[src/rtl/win_remap_pkg.sv]
package win_remap_pkg;

  // sequencing state of the request path
  typedef enum logic [1:0] {
    ST_IDLE = 2'd0,
    ST_FWD  = 2'd1,
    ST_RDW  = 2'd2
  } fsm_t;

  // where a decoded host request goes
  typedef enum logic [1:0] {
    TGT_CTRL  = 2'd0,
    TGT_STAT  = 2'd1,
    TGT_BUS   = 2'd2,
    TGT_BLOCK = 2'd3
  } tgt_t;

endpackage

[src/rtl/win_addr_xlate.sv]
module win_addr_xlate
  import win_remap_pkg::*;
#(
  parameter int              AP_AW    = 20,
  parameter int              IDX_W    = 6,
  parameter logic [AP_AW-1:0] CTRL_OFF = 20'h0310C,
  parameter logic [AP_AW-1:0] STAT_OFF = 20'h03110,
  localparam int             SPLIT    = AP_AW - 1,
  localparam int             IN_AW    = IDX_W + SPLIT
)(
  input  logic [AP_AW-1:0] ap_addr,
  input  logic [IDX_W-1:0] win_idx,
  input  logic             win_en,
  output tgt_t             tgt,
  output logic [IN_AW-1:0] in_addr
);

  logic upper;
  assign upper = ap_addr[SPLIT];

  always_comb begin
    if (upper) begin
      in_addr = {win_idx, ap_addr[SPLIT-1:0]};
      tgt     = win_en ? TGT_BUS : TGT_BLOCK;
    end else begin
      in_addr = {{IDX_W{1'b0}}, ap_addr[SPLIT-1:0]};
      if (ap_addr == CTRL_OFF)      tgt = TGT_CTRL;
      else if (ap_addr == STAT_OFF) tgt = TGT_STAT;
      else                          tgt = TGT_BUS;
    end
  end

endmodule

[src/rtl/win_ctrl_regs.sv]
module win_ctrl_regs #(
  parameter int DW     = 32,
  parameter int IDX_W  = 6,
  parameter int EN_BIT = 30
)(
  input  logic             clk,
  input  logic             rst,
  input  logic             ctrl_we,
  input  logic             stat_we,
  input  logic             err_set,
  input  logic [DW-1:0]    wdata,
  output logic [DW-1:0]    ctrl_q,
  output logic [IDX_W-1:0] win_idx,
  output logic             win_en,
  output logic             err_q
);

  always_ff @(posedge clk) begin
    if (rst) begin
      ctrl_q <= '0;
    end else if (ctrl_we) begin
      ctrl_q <= wdata;
    end
  end

  always_ff @(posedge clk) begin
    if (rst) begin
      err_q <= 1'b0;
    end else if (err_set) begin
      err_q <= 1'b1;
    end else if (stat_we && wdata[0]) begin
      err_q <= 1'b0;
    end
  end

  assign win_idx = ctrl_q[IDX_W-1:0];

  generate
    if (EN_BIT < DW) begin : g_en_in_range
      assign win_en = ctrl_q[EN_BIT];
    end else begin : g_en_absent
      assign win_en = 1'b0;
    end
  endgenerate

endmodule

[src/rtl/win_req_fsm.sv]
module win_req_fsm
  import win_remap_pkg::*;
#(
  parameter int DW    = 32,
  parameter int IN_AW = 25
)(
  input  logic             clk,
  input  logic             rst,
  input  logic             host_valid,
  input  logic             host_write,
  input  logic [DW-1:0]    host_wdata,
  output logic             host_ready,
  output logic             host_rvalid,
  output logic [DW-1:0]    host_rdata,
  input  tgt_t             tgt,
  input  logic [IN_AW-1:0] in_addr,
  input  logic [DW-1:0]    ctrl_q,
  input  logic             err_q,
  output logic             ctrl_we,
  output logic             stat_we,
  output logic             err_set,
  output logic             bus_valid,
  input  logic             bus_ready,
  output logic             bus_write,
  output logic [IN_AW-1:0] bus_addr,
  output logic [DW-1:0]    bus_wdata,
  input  logic             bus_rvalid,
  input  logic [DW-1:0]    bus_rdata
);

  fsm_t state;
  logic accept;

  assign host_ready = (state == ST_IDLE);
  assign accept     = host_valid && host_ready;
  assign ctrl_we    = accept && host_write && (tgt == TGT_CTRL);
  assign stat_we    = accept && host_write && (tgt == TGT_STAT);
  assign err_set    = accept && (tgt == TGT_BLOCK);

  always_ff @(posedge clk) begin
    if (rst) begin
      state       <= ST_IDLE;
      host_rvalid <= 1'b0;
      host_rdata  <= '0;
      bus_valid   <= 1'b0;
      bus_write   <= 1'b0;
      bus_addr    <= '0;
      bus_wdata   <= '0;
    end else begin
      host_rvalid <= 1'b0;
      case (state)
        ST_IDLE: begin
          if (host_valid) begin
            case (tgt)
              TGT_CTRL: begin
                if (!host_write) begin
                  host_rvalid <= 1'b1;
                  host_rdata  <= ctrl_q;
                end
              end
              TGT_STAT: begin
                if (!host_write) begin
                  host_rvalid <= 1'b1;
                  host_rdata  <= {{(DW-1){1'b0}}, err_q};
                end
              end
              TGT_BLOCK: begin
                if (!host_write) begin
                  host_rvalid <= 1'b1;
                  host_rdata  <= '0;
                end
              end
              default: begin
                bus_valid <= 1'b1;
                bus_write <= host_write;
                bus_addr  <= in_addr;
                bus_wdata <= host_wdata;
                state     <= ST_FWD;
              end
            endcase
          end
        end
        ST_FWD: begin
          if (bus_ready) begin
            bus_valid <= 1'b0;
            state     <= bus_write ? ST_IDLE : ST_RDW;
          end
        end
        ST_RDW: begin
          if (bus_rvalid) begin
            host_rvalid <= 1'b1;
            host_rdata  <= bus_rdata;
            state       <= ST_IDLE;
          end
        end
        default: state <= ST_IDLE;
      endcase
    end
  end

endmodule

[src/rtl/win_remap.sv]
module win_remap
  import win_remap_pkg::*;
#(
  parameter int               AP_AW    = 20,
  parameter int               IDX_W    = 6,
  parameter int               DW       = 32,
  parameter int               EN_BIT   = 30,
  parameter logic [AP_AW-1:0] CTRL_OFF = 20'h0310C,
  parameter logic [AP_AW-1:0] STAT_OFF = 20'h03110,
  localparam int              IN_AW    = IDX_W + AP_AW - 1
)(
  input  logic             clk,
  input  logic             rst,
  input  logic             host_valid,
  output logic             host_ready,
  input  logic             host_write,
  input  logic [AP_AW-1:0] host_addr,
  input  logic [DW-1:0]    host_wdata,
  output logic             host_rvalid,
  output logic [DW-1:0]    host_rdata,
  output logic             bus_valid,
  input  logic             bus_ready,
  output logic             bus_write,
  output logic [IN_AW-1:0] bus_addr,
  output logic [DW-1:0]    bus_wdata,
  input  logic             bus_rvalid,
  input  logic [DW-1:0]    bus_rdata,
  output logic             win_err
);

  tgt_t             tgt;
  logic [IN_AW-1:0] in_addr;
  logic [DW-1:0]    ctrl_q;
  logic [IDX_W-1:0] win_idx;
  logic             win_en;
  logic             ctrl_we;
  logic             stat_we;
  logic             err_set;

  win_addr_xlate #(
    .AP_AW   (AP_AW),
    .IDX_W   (IDX_W),
    .CTRL_OFF(CTRL_OFF),
    .STAT_OFF(STAT_OFF)
  ) u_xlate (
    .ap_addr(host_addr),
    .win_idx(win_idx),
    .win_en (win_en),
    .tgt    (tgt),
    .in_addr(in_addr)
  );

  win_ctrl_regs #(
    .DW    (DW),
    .IDX_W (IDX_W),
    .EN_BIT(EN_BIT)
  ) u_regs (
    .clk    (clk),
    .rst    (rst),
    .ctrl_we(ctrl_we),
    .stat_we(stat_we),
    .err_set(err_set),
    .wdata  (host_wdata),
    .ctrl_q (ctrl_q),
    .win_idx(win_idx),
    .win_en (win_en),
    .err_q  (win_err)
  );

  win_req_fsm #(
    .DW   (DW),
    .IN_AW(IN_AW)
  ) u_fsm (
    .clk        (clk),
    .rst        (rst),
    .host_valid (host_valid),
    .host_write (host_write),
    .host_wdata (host_wdata),
    .host_ready (host_ready),
    .host_rvalid(host_rvalid),
    .host_rdata (host_rdata),
    .tgt        (tgt),
    .in_addr    (in_addr),
    .ctrl_q     (ctrl_q),
    .err_q      (win_err),
    .ctrl_we    (ctrl_we),
    .stat_we    (stat_we),
    .err_set    (err_set),
    .bus_valid  (bus_valid),
    .bus_ready  (bus_ready),
    .bus_write  (bus_write),
    .bus_addr   (bus_addr),
    .bus_wdata  (bus_wdata),
    .bus_rvalid (bus_rvalid),
    .bus_rdata  (bus_rdata)
  );

endmodule

[config.mk]
export PLATFORM = sky130hd
export DESIGN_NAME = win_remap
export DESIGN_NICKNAME = d
export VERILOG_FILES = /design/src/rtl/win_remap_pkg.sv /design/src/rtl/win_addr_xlate.sv /design/src/rtl/win_ctrl_regs.sv /design/src/rtl/win_req_fsm.sv /design/src/rtl/win_remap.sv
export SDC_FILE = /design/constraint.sdc
export NUM_CORES = 1
export LEC_CHECK = 0
export BUFFER_PORTS_ARGS = -buffer_cell sky130_fd_sc_hd__buf_2
export CAP_MARGIN = 20
export CORE_MARGIN = 4
export CORE_UTILIZATION = 45
export CTS_CLUSTER_DIAMETER = 100
export DETAILED_ROUTE_END_ITERATION = 7
export HOLD_SLACK_MARGIN = 0.03
export PLACE_DENSITY = 0.74
export RECOVER_POWER = 100
export SLEW_MARGIN = 20
export SYNTH_ARGS = -nofsm -noshare
export SYNTH_HDL_FRONTEND = slang
export SYNTH_SLANG_ARGS = --single-unit
[constraint.sdc]
create_clock -name clk -period 2.5 [get_ports clk]
set_clock_uncertainty 0.2 [all_clocks]
set_input_delay 0.375 -clock clk [delete_from_list [all_inputs] [get_ports clk]]
set_output_delay 0.375 -clock clk [all_outputs]
set_load 0.005 [all_outputs]
Word level (Yosys, flattened, before mapping)
Index checks and enable logic that the tools add are counted. Widths: inputs -> output; s select.

Equality and inequality tests: 14. Bitwise operators: 1. Reduce and logical (&&, ||, !) cells: 16. Multiplexer cells: 29.

Operators with widths (count): $mux 32 (5); $pmux 32 s3 (1); $pmux 32 s2 (1); $eq 20x14->1 const B (2); $mux 25 (1); $mux 2 (8); $mux 1 (10); $ne 3x3->1 const B (3); $ne 2x2->1 const B (4); $reduce_and 4->1 (2); $reduce_and 7->1 (1); $logic_and 1x1->1 (6); $pmux 2 s3 (1); $reduce_bool 2->1 (3); $eq 2x1->1 const B (2); $eq 2x2->1 const B (2); $logic_not 2->1 (2); $ne 4x4->1 const B (1); $pmux 1 s2 (2); $reduce_and 3->1 (1); $reduce_or 3->1 (1); $not 1->1 (1).

Word-level logic and storage cells: 69. Flip-flop bits (word level): 127. Input bits: 90.

Depth between registers and ports, before layout
Depth in word-level cells: 9. Gate-level depth with buffers: 8.

Modules after synthesis
A second synthesis with hierarchy kept.

Cell total of the unflattened synthesis: 622. Area total of the unflattened synthesis: 5524.0 µm².

By module, submodules not included: win_req_fsm (instances 1, area an instance 3993.8 µm², cells an instance 470); win_ctrl_regs (instances 1, area an instance 1257.5 µm², cells an instance 115); win_addr_xlate (instances 1, area an instance 272.8 µm², cells an instance 37).

Worst setup path before layout
No wires, ideal clock.

Kind: input to register. Start point: input host_addr[0]. End point: register u_fsm.host_rdata[10]. Setup time: 0.124 ns. Setup slack: 0.581 ns. Stages on the path: 8. Required time: 2.176 ns. Arrival: 1.595 ns. Cells stage by stage: nor4_2 and2_1 buf_2 o2111a_2 or2_1 buf_2 buf_4 a21oi_1.

Cells in the longest elaborated chain, start to end: 8.

Ends and longest elaborated chain: start: declaration (line win_remap.sv:17) `input logic [AP_AW-1:0] host_addr,`; $eq 20x14->1 (line win_addr_xlate.sv:28) `else if (ap_addr == STAT_OFF) tgt = TGT_STAT;`; $mux 2 (line win_addr_xlate.sv:28); $mux 2 (*) (line win_addr_xlate.sv:27) `if (ap_addr == CTRL_OFF) tgt = TGT_CTRL;`; $mux 2 (*) (line win_addr_xlate.sv:22) `if (upper) begin`; $eq 2x2->1, or another cell as far along (line win_req_fsm.sv:54) `case (tgt)`; $pmux 32 s3 (line win_req_fsm.sv:54); $mux 32 (line win_req_fsm.sv:53) `if (host_valid) begin`; $pmux 32 s2 (line win_req_fsm.sv:51) `case (state)`; end signal: assignment (line win_req_fsm.sv:58) `host_rdata <= ctrl_q;`; end signal: assignment (line win_req_fsm.sv:64) `host_rdata <= {{(DW-1){1'b0}}, err_q};`; end signal: assignment (line win_req_fsm.sv:92) `host_rdata <= bus_rdata;`; end: declaration (line win_req_fsm.sv:14) `output logic [DW-1:0] host_rdata,`.

Mark *: on every way between the ends. The rest lies on a longest branch, timed or not. The select of a mux whose other input is x is not followed. A chain may end at the register's enable or synchronous reset.

Worst setup path in the final report
Start point: input host_addr[2]. End point: register u_fsm.bus_wdata[25].

Cells in the longest elaborated chain, start to end: 8.

Ends and longest elaborated chain: $eq 20x14->1 (line win_addr_xlate.sv:28); $mux 2 (line win_addr_xlate.sv:28); $mux 2 (*) (line win_addr_xlate.sv:27); $mux 2 (*) (line win_addr_xlate.sv:22); $eq 2x2->1, or another cell as far along (line win_req_fsm.sv:54); $reduce_or 3->1 (no source line) (*); $not 1->1 (no source line) (*); $reduce_and 3->1 (no source line) (*); end signal: assignment (line win_req_fsm.sv:77) `bus_wdata <= host_wdata;`; end: declaration (line win_req_fsm.sv:26) `output logic [DW-1:0] bus_wdata,`.

Mark *: on every way between the ends. The rest lies on a longest branch, timed or not.

==> impl_metrics.env <==
export IMPL_hold_class="in2reg"
export IMPL_cap_violations=0
export IMPL_required_ns=2.65
export IMPL_grt_pass1_vias=5739
export IMPL_core_area_mm2=0.0108
export IMPL_die_h_um=113
export IMPL_die_area_mm2=0.0127
export IMPL_p_sw_mw=1.23
export IMPL_worstSetupEndpoint="u_fsm.bus_wdata[25]"
export IMPL_crit_arrival_ns=2.56
export IMPL_fin_tns_setup_ns=0
export IMPL_grt_max_degree=63
export IMPL_port_buffer_count=183
export IMPL_syn_area_mm2=0.00494
export IMPL_final_cell_mix="179 x nand2_1, 127 x dfxtp_1, 125 x a21oi_1"
export IMPL_num_nets_final=944
export IMPL_cp_top_family="buffers and inverters"
export IMPL_grt_use_total_pct=27.6
export IMPL_final_util_pct=68.4
export IMPL_clk_pin_slew_ns=0.06
export IMPL_rsz0062_at_grt="false"
export IMPL_path_buf_inv=3
export IMPL_seqPwrFrac_pct=42.4
export IMPL_place_congestion=0.964
export IMPL_ir_worst_vdd_mv=0.477
export IMPL_endpoint_kind="flop"
export IMPL_synth_cell_type_count=39
export IMPL_yosysSeqAreaShare_pct=51.4
export IMPL_clock_latency_ns=0.52
export IMPL_finalHoldViolCount=0
export IMPL_syn_instance_count=599
export IMPL_grt_overflow=0
export IMPL_drt_met1_wl_mm=6.86
export IMPL_wl_per_cell_um=17.6
export IMPL_synth_main_ff_cell="dfxtp_1"
export IMPL_cp_startpoint="host_addr[2]"
export IMPL_antenna_found_initial=1
export IMPL_num_io_pins=184
export IMPL_cts_buffers=17
export IMPL_whs_ns=0.0710
export IMPL_r2r_end="u_fsm.host_rdata[10]"
export IMPL_maxSlewViolCount=0
export IMPL_combPwrFrac_pct=10.9
export IMPL_ant_nets=0
export IMPL_setup_viol=0
export IMPL_status="completed"
export IMPL_first_pass_iters=5
export IMPL_via_per_inst=5.46
export IMPL_worst_pin_slew_ns=0.684
export IMPL_cts_max_level=4
export IMPL_crit_chain="dlygate4sd3_1 -> clkbuf_2 -> nor3b_4 -> o211ai_1 -> o211a_2 -> buf_12 -> nand2_1 -> a21oi_1"
export IMPL_layout_commonest_cell="nand2_1"
export IMPL_p_leak_nw=2.95
export IMPL_wl_met3_mm=1.48
export IMPL_slowest_stage="dlygate4sd3_1"
export IMPL_cp_num_cells=8
export IMPL_cellPowerDensity_mw_per_mm2=687
export IMPL_slowest_delay_ns=0.54
export IMPL_cts_sinks=127
export IMPL_p_int_mw=3.84
export IMPL_area_growth_pct=49.2
export IMPL_drt_wl_total_mm=17.7
export IMPL_synth_nets=689
export IMPL_period_minus_slack_ns=2.41
export IMPL_synth_warnings=0
export IMPL_grt_pass1_wl_mm=28.1
export IMPL_placed_cell_area_mm2=0.00600
export IMPL_dpl_hpwl_mm=10.6
export IMPL_rrSetupSlack_ns=0.31
export IMPL_power_frac_clock_pct=46.7
export IMPL_fin_crit_sh_pct=96.2
export IMPL_start_util_pct=45.8
export IMPL_design_area_mm2=0.00738
export IMPL_placementRows=38
export IMPL_root_buffer="clkbuf_8"
export IMPL_critPathLaunchType="input pin"
export IMPL_cts_tree="built"
export IMPL_synth_seq_cells=127
export IMPL_critPathMaxFanout=59
export IMPL_r2r_start="u_fsm.state[0]"
export IMPL_synth_edf_count=0
export IMPL_drive_gt1_share_pct=20.8
export IMPL_rr_worst_depth=5
export IMPL_fmax_ghz=0.416
export IMPL_route_met2_wl_mm=8.78
export IMPL_ys_async_sr_fraction_pct=0
export IMPL_highest_layer="met4"
export IMPL_maxSlewHeadroom_pct=54.4
export IMPL_dr_total_vias=5503
export IMPL_drc=0
export IMPL_synth_avg_cell_area_um2=8.25
export IMPL_cts_max_path_buffers=2
export IMPL_fp_dieW_um=113
export IMPL_drtIter0Drc=579
export IMPL_p_sw_share_pct=24.3
export IMPL_setup_worst_path_class="in2reg"
-- stage by stage --
| stage | std cells | setup WS (ns) | total power, mW |
|---|---|---|---|
| 2_1_floorplan | 599 | 0.581 | 2.39 |
| 3_3_place_gp | 888 | 0.225 | 2.61 |
| 3_5_place_dp | 888 | 0.0797 | 2.63 |
| 4_1_cts | 1006 | 0.0882 | 5.10 |
| 5_1_grt | 1008 | 0.0134 | 5.25 |
| 6_report | 1008 | 0.0942 | 5.07 |
-- Yosys cell counts (2+ instances only) --
| cell | instances | share of area, % |
|---|---|---|
| dfxtp_1 | 127 | 51 |
| nand2b_1 | 2 | 0.25 |
| and2_1 | 3 | 0.38 |
| inv_1 | 4 | 0.30 |
| buf_2 | 20 | 2.0 |
| nor4bb_1 | 2 | 0.40 |
| nor2b_1 | 3 | 0.38 |
| a31oi_1 | 2 | 0.25 |
| nor3_1 | 2 | 0.20 |
| o31ai_1 | 31 | 4.7 |
| nand2_1 | 179 | 14 |
| nand3_1 | 8 | 0.81 |
| nor2_1 | 4 | 0.30 |
| and3_1 | 2 | 0.25 |
| a22oi_1 | 30 | 4.6 |
| buf_4 | 8 | 1.2 |
| clkbuf_1 | 25 | 1.9 |
| a21oi_1 | 125 | 13 |
| o21ai_0 | 2 | 0.20 |
-- power by group through the flow --
stage / Sequential (mW) / Combinational, mW / Clock [mW]
floorplan: 2.19 / 0.201 / 0
global placement: 2.18 / 0.427 / 0
detailed placement: 2.19 / 0.440 / 0
CTS: 2.14 / 0.548 / 2.40
global route: 2.16 / 0.601 / 2.50
finish: 2.15 / 0.553 / 2.37
-- per-layer routing --
| layer | vias up | track usage (%) |
|---|---|---|
| met4 | 0 | 13.7 |
| met1 | 2559 | 32.0 |
| met5 | - | 0 |
| met3 | 55 | 6.58 |
| met2 | 289 | 47.4 |
| li1 | 2600 | - |
-- worst min-delay path by stage --
| stage | slack [ns] | to | cells after the start | from |
|---|---|---|---|---|
| floorplan | 0.23 | u_regs.ctrl_q[10] | 2 | u_regs.ctrl_q[10] |
| global placement | 0.24 | u_regs.ctrl_q[11] | 2 | u_regs.ctrl_q[11] |
| detailed placement | 0.24 | u_fsm.bus_addr[22] | 2 | u_fsm.bus_addr[22] |
| CTS | 0.04 | u_fsm.bus_addr[21] | 3 | host_addr[19] |
| global route | 0.06 | u_fsm.bus_addr[24] | 3 | host_addr[19] |
| finish | 0.07 | u_fsm.bus_addr[21] | 3 | host_addr[19] |
-- flip-flops by register name, summed over array words and instances, names as in the netlist, 2 cells and up --
register,flops
u_fsm.host_rdata,32
u_fsm.state,2
u_regs.ctrl_q,32
u_fsm.bus_wdata,32
u_fsm.bus_addr,25
-- repair_timing --
item,4_1_cts,5_1_grt
setup endpoints to repair,0,30
hold buffers,86,0
gates resized for setup,0,3
buffers inserted,0,0
hold endpoints to repair,118,0
-- cell families (layout without fill, tap and decap cells) --
logic type             Yosys count  count (layout)  share of synthesized area, %
buffers and inverters           57             324                          5.44
AO/OA/AOI/OAI                  200             201                          24.3
other                            0               1                             0
flip-flops                     127             127                          51.4
AND/OR/NAND/NOR                215             215                          18.8
-- worst register-to-register path, delay by kind of cell, from the launching register on --
kind | cells | cell delay [ns]
compound gates | 3 | 0.95
simple gates | 2 | 0.46
flops | 1 | 0.51
-- layout make-up --
cell class,count,area [µm²]
fill,846,3410
tap,140,175
timing repair buffer,288,1880
antenna,1,2.50
clock inverter,13,140
sequential,127,2540
clock buffer,19,442
inverter,4,15.0
multi-input combinational,416,2190
Power figures use the tool's default switching activity.
